File: src/rtl/tx_pkg.sv
package tx_pkg;

    typedef enum logic [1:0] {
        ST_IDLE  = 2'd0,
        ST_START = 2'd1,
        ST_DATA  = 2'd2,
        ST_STOP  = 2'd3
    } tx_state_e;

    typedef struct packed {
        logic nine;
        logic par_en;
        logic par_odd;
    } tx_cfg_t;

endpackage

File: src/rtl/tx_char_fmt.sv
module tx_char_fmt
    import tx_pkg::*;
#(
    parameter int CHAR_W = 9,
    localparam int CW = $clog2(CHAR_W + 1)
) (
    input  logic [CHAR_W-1:0] data_in,
    input  tx_cfg_t           cfg,
    output logic [CHAR_W-1:0] payload,
    output logic [CW-1:0]     nbits
);

    int   len;
    logic par;

    always_comb begin
        len     = cfg.nine ? CHAR_W : CHAR_W - 1;
        payload = '0;
        par     = cfg.par_odd;
        for (int i = 0; i < CHAR_W; i++) begin
            if (i < len) begin
                if (!(cfg.par_en && (i == len - 1))) begin
                    payload[i] = data_in[i];
                    par        = par ^ data_in[i];
                end
            end
        end
        if (cfg.par_en) begin
            payload[len-1] = par;
        end
        nbits = CW'(len);
    end

endmodule

File: src/rtl/tx_shift_reg.sv
module tx_shift_reg #(
    parameter int CHAR_W = 9,
    localparam int CW = $clog2(CHAR_W + 1)
) (
    input  logic              clk,
    input  logic              rst_n,
    input  logic              load,
    input  logic              shift,
    input  logic [CHAR_W-1:0] payload,
    input  logic [CW-1:0]     nbits,
    output logic              bit_out,
    output logic              last_bit
);

    logic [CHAR_W-1:0] sh_q;
    logic [CW-1:0]     idx_q;
    logic [CW-1:0]     len_q;

    always_ff @(posedge clk) begin
        if (!rst_n) begin
            sh_q  <= '0;
            idx_q <= '0;
            len_q <= CW'(CHAR_W - 1);
        end else if (load) begin
            sh_q  <= payload;
            idx_q <= '0;
            len_q <= nbits;
        end else if (shift) begin
            sh_q  <= sh_q >> 1;
            idx_q <= idx_q + 1'b1;
        end
    end

    assign bit_out  = sh_q[0];
    assign last_bit = (idx_q == len_q - 1'b1);


    idx_in_range_chk: assert property (@(posedge clk) disable iff (!rst_n)
        idx_q < len_q);


    len_held_chk: assert property (@(posedge clk) disable iff (!rst_n)
        !load |=> $stable(len_q));

endmodule

File: src/rtl/tx_ctrl_fsm.sv
module tx_ctrl_fsm
    import tx_pkg::*;
(
    input  logic clk,
    input  logic rst_n,
    input  logic wr_en,
    input  logic bit_tick,
    input  logic last_bit,
    input  logic data_bit,
    output logic load,
    output logic shift,
    output logic txd,
    output logic ready
);

    tx_state_e state_q, state_d;

    always_ff @(posedge clk) begin
        if (!rst_n) state_q <= ST_IDLE;
        else        state_q <= state_d;
    end

    always_comb begin
        state_d = state_q;
        unique case (state_q)
            ST_IDLE:  if (wr_en)                state_d = ST_START;
            ST_START: if (bit_tick)             state_d = ST_DATA;
            ST_DATA:  if (bit_tick && last_bit) state_d = ST_STOP;
            ST_STOP:  if (bit_tick)             state_d = ST_IDLE;
            default:                            state_d = ST_IDLE;
        endcase
    end

    always_comb begin
        load  = 1'b0;
        shift = 1'b0;
        txd   = 1'b1;
        ready = 1'b0;
        unique case (state_q)
            ST_IDLE: begin
                ready = 1'b1;
                load  = wr_en;
            end
            ST_START: txd = 1'b0;
            ST_DATA: begin
                txd   = data_bit;
                shift = bit_tick && !last_bit;
            end
            ST_STOP: txd = 1'b1;
            default: ;
        endcase
    end


    idle_line_high_chk: assert property (@(posedge clk) disable iff (!rst_n)
        ready |-> txd);


    start_after_write_chk: assert property (@(posedge clk) disable iff (!rst_n)
        (wr_en && ready) |=> (!txd && !ready));


    bit_held_chk: assert property (@(posedge clk) disable iff (!rst_n)
        (!ready && !bit_tick) |=> $stable(txd));


    stop_high_chk: assert property (@(posedge clk) disable iff (!rst_n)
        (state_q == ST_STOP) |-> txd);

endmodule

File: src/rtl/serial_char_tx.sv
module serial_char_tx
    import tx_pkg::*;
#(
    parameter int CHAR_W = 9,
    localparam int CW = $clog2(CHAR_W + 1)
) (
    input  logic              clk,
    input  logic              rst_n,
    input  logic              bit_tick,
    input  logic              wr_en,
    input  logic [CHAR_W-1:0] wr_data,
    input  logic              cfg_nine,
    input  logic              cfg_par_en,
    input  logic              cfg_par_odd,
    output logic              ready,
    output logic              overrun,
    output logic              txd
);

    tx_cfg_t           cfg;
    logic [CHAR_W-1:0] payload;
    logic [CW-1:0]     nbits;
    logic              load, shift, bit_out, last_bit;
    logic              ovr_q;

    assign cfg = '{nine: cfg_nine, par_en: cfg_par_en, par_odd: cfg_par_odd};

    tx_char_fmt #(.CHAR_W(CHAR_W)) u_fmt (
        .data_in (wr_data),
        .cfg     (cfg),
        .payload (payload),
        .nbits   (nbits)
    );

    tx_shift_reg #(.CHAR_W(CHAR_W)) u_shift (
        .clk      (clk),
        .rst_n    (rst_n),
        .load     (load),
        .shift    (shift),
        .payload  (payload),
        .nbits    (nbits),
        .bit_out  (bit_out),
        .last_bit (last_bit)
    );

    tx_ctrl_fsm u_fsm (
        .clk      (clk),
        .rst_n    (rst_n),
        .wr_en    (wr_en),
        .bit_tick (bit_tick),
        .last_bit (last_bit),
        .data_bit (bit_out),
        .load     (load),
        .shift    (shift),
        .txd      (txd),
        .ready    (ready)
    );

    always_ff @(posedge clk) begin
        if (!rst_n) ovr_q <= 1'b0;
        else        ovr_q <= wr_en && !ready;
    end

    assign overrun = ovr_q;


    overrun_on_busy_write_chk: assert property (@(posedge clk) disable iff (!rst_n)
        (wr_en && !ready) |=> overrun);


    overrun_only_after_drop_chk: assert property (@(posedge clk) disable iff (!rst_n)
        !(wr_en && !ready) |=> !overrun);

endmodule

File: config.mk
export PLATFORM = sky130hd
export DESIGN_NAME = serial_char_tx
export DESIGN_NICKNAME = d
export VERILOG_FILES = /design/src/rtl/tx_pkg.sv /design/src/rtl/tx_char_fmt.sv /design/src/rtl/tx_shift_reg.sv /design/src/rtl/tx_ctrl_fsm.sv /design/src/rtl/serial_char_tx.sv
export SDC_FILE = /design/constraint.sdc
export NUM_CORES = 1
export LEC_CHECK = 0
export BUFFER_PORTS_ARGS = -buffer_cell sky130_fd_sc_hd__buf_2
export CORE_UTILIZATION = 53
export DETAILED_ROUTE_END_ITERATION = 10
export PLACE_DENSITY = 0.86
export SLEW_MARGIN = 30
export SYNTH_ARGS = -nofsm -noshare
export SYNTH_HDL_FRONTEND = slang
export SYNTH_SLANG_ARGS = --single-unit
export TNS_END_PERCENT = 1
File: constraint.sdc
create_clock -name clk -period 4.5 [get_ports clk]
set_clock_uncertainty 0.15 [all_clocks]
set_input_delay 0 -clock clk [delete_from_list [all_inputs] [get_ports clk]]
set_output_delay 0 -clock clk [all_outputs]
set_load 0.02 [all_outputs]
==> results.tsv, run 1 <==
stage	metric	value	unit
power_and_ir_drop	Sw Share	42.0	%
floorplan	Ports	19	
critical_path	RR Endpoint	u_shift.sh_q[8]	
placed_design	post-place setup slack	2.65	ns
critical_path	max incr delay on CP	0.57	ns
global_routing	Total Routing Usage GR	34.5	%
clock_network	clk sink count	17	
sta	hold slack	0.0240	ns
sta	Fmax	355	MHz
logic_synthesis	Main synth FF type	dfxtp_1	
power_and_ir_drop	Clock power frac	15.0	%
critical_path	end point of the critical path	u_shift.sh_q[8]	
floorplan	Die X	44.3	um
power_and_ir_drop	Sequential Power Share	35.2	%
sta	# setup viols final	0	
logic_synthesis	sequential cell area fraction in the yosys report	35.9	%
logic_synthesis	synth top area cells	dfxtp_1 (36%), mux2i_1 (12%), ha_1 (6.6%), xnor2_1 (6.5%), a21oi_1 (5.3%)	
detailed_routing	routed len/inst	17.2	um
critical_path	reg-to-reg setup timing slack	2.00	ns
sta	setup slack after layout	1.68	ns
logic_synthesis	Synth top area share	35.9	%
critical_path	CP max stage cell	dlygate4sd3_1	
logic_synthesis	Yosys reg bits	17	
floorplan	die height	44.3	um
sta	Slew Limit Fails	0	
hold_path	worst min-delay path category	primary input to register	
critical_path	reg2reg start	u_fsm.state_q[1]	
logic_synthesis	mapped cell area	948	um2
floorplan	standard-cell row count	14	
critical_path	Crit path depth	9	
floorplan	Starting Density	59.5	%
clock_network	H-tree depth	1	
global_routing	total congestion overflow	0	
critical_path	Worst setup SP type	primary input	
critical_path	critical path's top delay family	buffers and inverters	
power_and_ir_drop	pwr dens	456	mW/mm2
power_and_ir_drop	Leak	0.000602	uW
placed_design	IO Port Bufs	18	
clock_network	post-CTS sizing	0	
detailed_routing	first drt pass iteration count	5	
sta	final count of hold timing violations	0	
global_routing	pin count of the biggest net entering global routing	19	
clock_network	clk_lat worst skew	0.32	ns
detailed_routing	starting DRC count in detailed routing	39	
layout	layout cells sized above 1	18.5	%
placed_design	gpl congestion	0.726	
clock_network	CTS tree	yes	
layout	Layout fillers	79	
sta	final worst-path cycle share	62.7	%
power_and_ir_drop	sw power	255	uW
power_and_ir_drop	Pint	352	uW
detailed_routing	WL final	2.93	mm
sta	unrepaired setup endpoints after global routing	no	
detailed_routing	DRC viols	0	
critical_path	Worst R2R Path Depth	6	
clock_network	clk root buf	clkbuf_4	
logic_synthesis	Post-synth EDFFs	0	
global_routing	GR Layer Usage met3	8.57	%
logic_synthesis	syn_nets	122	
layout	most frequent cells in the layout	dlygate4sd3_1 (26), buf_2 (18), dfxtp_1 (17)	
critical_path	endpoint class of the critical path	register	
outcome	status	completed	
power_and_ir_drop	Combinational Power Share	49.7	%
floorplan	DIE AREA	0.00196	mm2
logic_synthesis	YS warnings	0	
run	Max-cap violations	0	
layout	most common cell after layout, fill and taps aside	dlygate4sd3_1	
global_routing	first-pass GRT wire length	4.80	mm
clock_network	CTS clk-pin slew, worst paths	0.13	ns
floorplan	Core Footprint	0.00159	mm2
global_routing	GRT met2 Usage	57.1	%
placed_design	post-DP HPWL	1.26	mm
logic_synthesis	library cells used by synthesis	30	
power_and_ir_drop	Peak VDD IR	398	uV
critical_path	CP arrival	2.94	ns
layout	Diodes inserted	0	
detailed_routing	Antenna Nets Post-Route	0	
critical_path	WS Path Type	primary input to register	
clock_network	setup bufs post-CTS	0	
logic_synthesis	Avg Inst Size Synth	9.39	um2
global_routing	number of global-route vias before repair	1031	
detailed_routing	Via-to-Cell Ratio	5.77	
global_routing	initial antenna violation count	0	
global_routing	busiest grt layer	met2	
layout	final core utilization	83.5	%
clock_network	CTS Buffer Depth	2	
critical_path	Critical Path, Cell by Cell	dlygate4sd3_1 -> buf_2 -> xnor2_1 -> xnor2_1 -> xnor2_1 -> mux2_2 -> dlygate4sd3_1 -> o21ai_2 -> dlygate4sd3_1	
critical_path	CP bufs+invs	4	
detailed_routing	vias	981	
sta	Least-Margin Pin Slew	0.539	ns
critical_path	CP Launch Point	wr_data[1]	
layout	Nets	168	
critical_path	worst endpoint required time	4.62	ns
global_routing	M1 GR Usage	41.5	%
layout	Layout Area Growth over Synthesis	40.4	%
logic_synthesis	area leader, netlist	dfxtp_1	
sta	slew margin rel.	64.0	%
critical_path	Worst Path Max Fanout	2	
logic_synthesis	Synth Instances	101	
logic_synthesis	post-synthesis async set-or-reset flop share	0	%
sta	setup_tns	0	ns
clock_network	total CTS buffers	3	
sta	fin crit period	2.82	ns
## timing repair
| item | CTS | global route |
|---|---|---|
| hold buffers | 26 | 0 |
| endpoints found under the setup margin | 0 | 0 |
| endpoints found under the hold margin | 17 | 0 |
## per-layer routing
metal  wire length (um)  part of all wire (%)
met1               1210                    41
met2               1460                    50
met3                171                   5.8
met4                 82                   2.8
met5                  0                     0
## registers in the layout, summed over array words and instances (netlist names)
register / cells
overrun: 1
u_shift.len_q: 1
u_shift.sh_q: 9
u_shift.idx_q: 4
u_fsm.state_q: 2
## worst min-delay path: cells and delay by family
kind | cells | cell delay (ns)
buffers and inverters | 1 | 0.12
AO/OA/AOI/OAI | 2 | 0.26
AND/OR/NAND/NOR | 1 | 0.08
## power by group through the flow
stage / logic (uW) / registers [uW] / clock network [uW]
final: 302 / 214 / 91.3
after global routing: 321 / 217 / 94.7
after CTS: 270 / 208 / 85.6
after detailed placement: 230 / 211 / 0
after global placement: 222 / 209 / 0
after floorplan: 186 / 208 / 0
## layout make-up
| type | instances | area [um2] | area share (%) |
|---|---|---|---|
| Multi-Input combinational cell | 76 | 562 | 42.2 |
| Timing Repair Buffer | 44 | 350 | 26.3 |
| Sequential cell | 17 | 340 | 25.6 |
| Tap cell | 24 | 30.0 | 2.26 |
| Clock buffer | 3 | 22.5 | 1.69 |
| Inverter | 5 | 18.8 | 1.41 |
| Clock inverter | 1 | 7.51 | 0.564 |
## Yosys cell counts (2+ instances only)
library cell	number
a21oi_1	10
clkbuf_1	2
dfxtp_1	17
ha_1	5
inv_1	5
mux2i_1	11
nand2_1	6
nand3_1	2
nand4_1	2
nor2_1	5
nor3b_1	2
o21ai_0	9
xnor2_1	7
xor2_1	2
## stage by stage
stage / instance area [um2] / std cells / total power, uW
final: 1330 / 170 / 607
after global routing: 1330 / 170 / 633
after CTS: 1330 / 170 / 563
after detailed placement: 1040 / 140 / 441
after global placement: 1040 / 140 / 431
after floorplan: 948 / 101 / 395
## kinds of logic (layout without fill, tap and decap cells)
group	Yosys count	in the layout	share of synthesized area, %
adder cells (fa/ha/maj)	5	5	6.60
XOR/XNOR	9	9	8.31
AND/OR/NAND/NOR	24	24	14.5
buffers and inverters	8	53	4.88
AO/OA/AOI/OAI	26	26	17.0
multiplexers	12	12	12.8
flip-flops	17	17	35.9
## worst min-delay path by stage
| stage | startpoint | endpoint | slack, ns | cells past startpoint |
|---|---|---|---|---|
| after floorplan | wr_en | overrun | -0.004 | 1 |
| after global placement | cfg_nine | u_shift.len_q[0] | 0.15 | 3 |
| after detailed placement | cfg_nine | u_shift.len_q[0] | 0.16 | 3 |
| after CTS | wr_data[7] | u_shift.sh_q[7] | 0.0005 | 4 |
| after global routing | wr_data[7] | u_shift.sh_q[7] | 0.04 | 4 |
| final | wr_data[7] | u_shift.sh_q[7] | 0.02 | 4 |
Power figures use the tool's default switching activity.
==> inputs of run 2 (changes only) <==
--- a/config.mk
+++ b/config.mk
@@ -6,9 +6,10 @@
 export NUM_CORES = 1
 export LEC_CHECK = 0
 export BUFFER_PORTS_ARGS = -buffer_cell sky130_fd_sc_hd__buf_2
-export CORE_UTILIZATION = 53
+export CORE_ASPECT_RATIO = 1.5
+export CORE_UTILIZATION = 47
 export DETAILED_ROUTE_END_ITERATION = 10
-export PLACE_DENSITY = 0.86
+export PLACE_DENSITY = 0.82
 export SLEW_MARGIN = 30
 export SYNTH_ARGS = -nofsm -noshare
 export SYNTH_HDL_FRONTEND = slang
==> constraint.sdc (replaced) <==
create_clock -name clk -period 2.44 [get_ports clk]
set_clock_uncertainty 0.15 [all_clocks]
set_input_delay 0 -clock clk [delete_from_list [all_inputs] [get_ports clk]]
set_output_delay 0 -clock clk [all_outputs]
set_load 0.02 [all_outputs]
==> results.tsv, run 2 (same netlist as run 1, synthesis figures left out) <==
stage	metric	value	unit
outcome	status	completed	
power_and_ir_drop	Peak VDD IR	591	uV
floorplan	DIE AREA	0.00221	mm2
global_routing	number of global-route vias before repair	885	
layout	area occupied by multi-input gates	564	um2
clock_network	total CTS buffers	3	
layout	FF/Latch Area	340	um2
detailed_routing	WL final	2.35	mm
critical_path	CP arrival	2.34	ns
floorplan	Core Footprint	0.00185	mm2
global_routing	pin count of the biggest net entering global routing	19	
critical_path	WS Path Type	register to register	
layout	Nets	169	
clock_network	CTS tree	yes	
clock_network	clk sink count	17	
layout	fin area	0.00134	mm2
clock_network	H-tree depth	1	
critical_path	reg-to-reg setup timing slack	0.15	ns
layout	max FFs per register	9	
global_routing	initial antenna violation count	0	
hold_path	worst min-delay path category	register to register	
placed_design	post-place setup slack	0.616	ns
layout	Reg with most FFs	u_shift.sh_q	
detailed_routing	Antenna Nets Post-Route	0	
floorplan	standard-cell row count	19	
sta	unrepaired setup endpoints after global routing	no	
floorplan	Die X	38.7	um
placed_design	placed insts	137	
critical_path	Worst Path Max Fanout	7	
sta	# setup viols final	0	
sta	final count of hold timing violations	0	
power_and_ir_drop	Leak	0.000608	uW
floorplan	Starting Density	51.1	%
floorplan	die height	57.0	um
placed_design	gpl congestion	0.753	
sta	setup slack after layout	0.151	ns
placed_design	post-DP HPWL	1.41	mm
critical_path	worst endpoint required time	2.49	ns
clock_network	CTS clk-pin slew, worst paths	0.10	ns
detailed_routing	vias	908	
layout	Layout fillers	123	
critical_path	Worst setup SP type	register	
clock_network	CTS Buffer Depth	2	
sta	setup_tns	0	ns
global_routing	total congestion overflow	0	
sta	final worst-path cycle share	93.8	%
sta	hold slack	0.369	ns
critical_path	RR Endpoint	u_shift.len_q[0]	
detailed_routing	starting DRC count in detailed routing	14	
layout	Diodes inserted	0	
critical_path	CP Launch Point	u_fsm.state_q[0]	
layout	most frequent cells in the layout	dlygate4sd3_1 (27), buf_2 (18), dfxtp_1 (17)	
clock_network	clk_lat worst skew	0.31	ns
detailed_routing	routed len/inst	14.0	um
detailed_routing	Via-to-Cell Ratio	5.40	
critical_path	reg2reg start	u_fsm.state_q[0]	
layout	Post-Layout Cell Count	168	
placed_design	IO Port Bufs	18	
sta	Slew Limit Fails	0	
sta	Least-Margin Pin Slew	0.305	ns
global_routing	first-pass GRT wire length	3.80	mm
layout	layout cells sized above 1	19.0	%
critical_path	Worst R2R Path Depth	6	
detailed_routing	first drt pass iteration count	4	
detailed_routing	DRC viols	0	
run	Max-cap violations	0	
placed_design	area post-placement	0.00104	mm2
critical_path	endpoint class of the critical path	register	
sta	fin crit period	2.29	ns
power_and_ir_drop	pwr dens	794	mW/mm2
clock_network	clk root buf	clkbuf_4	
hold_path	Hold Crit Depth	2	
layout	top flop regs	u_shift.sh_q: 9 flops, u_shift.idx_q: 4 flops, u_fsm.state_q: 2 flops	
global_routing	Total Routing Usage GR	24.4	%
hold_path	hold path start	u_shift.idx_q[3]	
hold_path	WHS Endpoint	u_shift.idx_q[3]	
layout	most common cell after layout, fill and taps aside	dlygate4sd3_1	
layout	Layout Area Growth over Synthesis	41.0	%
sta	slew margin rel.	79.6	%
floorplan	Ports	19	
sta	Fmax	437	MHz
run 2: cell types whose count changed in the layout (fill, tap and decap cells not counted):
cell and change:
clkinv_2 +1, clkinvlp_4 -1, dlygate4sd3_1 +1, nand2_1 -1
nand2_2 +1
run 2: timing repair:
action                                  4_1_cts  5_1_grt
buffers inserted                              0        0
endpoints found under the hold margin        17        0
endpoints found under the setup margin        0        2
gates resized for setup                       0        1
hold buffers                                 27        0
run 2: worst max-delay path by stage:
stage                            end  slack, ns  depth (start not counted)
finish              u_shift.len_q[0]       0.15                          6
global route        u_fsm.state_q[0]       0.06                          7
CTS                 u_shift.len_q[0]       0.19                          6
detailed placement  u_shift.idx_q[3]       0.62                          6
global placement    u_shift.idx_q[3]       0.68                          6
floorplan           u_shift.idx_q[3]       0.73                          6
run 2: final cells by class:
type | instances | area share [%]
flip-flops and latches | 17 | 25.4
clock inverters | 1 | 0.374
well taps | 21 | 1.96
repair buffers | 45 | 26.9
multi-input cells | 76 | 42.2
inverters | 5 | 1.40
clock buffers | 3 | 1.68
run 2: metal layers:
metal	up-vias	routed length, um	global-route usage, %
met5	-	0	0
met4	0	76	16.7
met3	6	65	4.67
met2	18	1230	38.1
met1	428	978	28.9
li1	456	-	-
run 2: worst max-delay path, cell delays in order (launching register included):
cell and delay, ns:
dfxtp_1 0.40, inv_1 0.09, ha_1 0.29, nand3_1 0.11, dlygate4sd3_1 0.54, a21oi_1 0.06
dlygate4sd3_1 0.55
run 2: through the flow:
step           total power, uW  utilization [%]
2_1_floorplan              728                -
3_3_place_gp               796             55.9
3_5_place_dp               819             55.9
5_1_grt                   1130             72.1
6_report                  1060             72.1
4_1_cts                   1050             72.0
run 2: power by group:
part,internal [uW],total (uW),switching [uW]
sequential,343,387,44.1
combinational,243,512,269
clock,61.4,163,102
total,647,1060,415
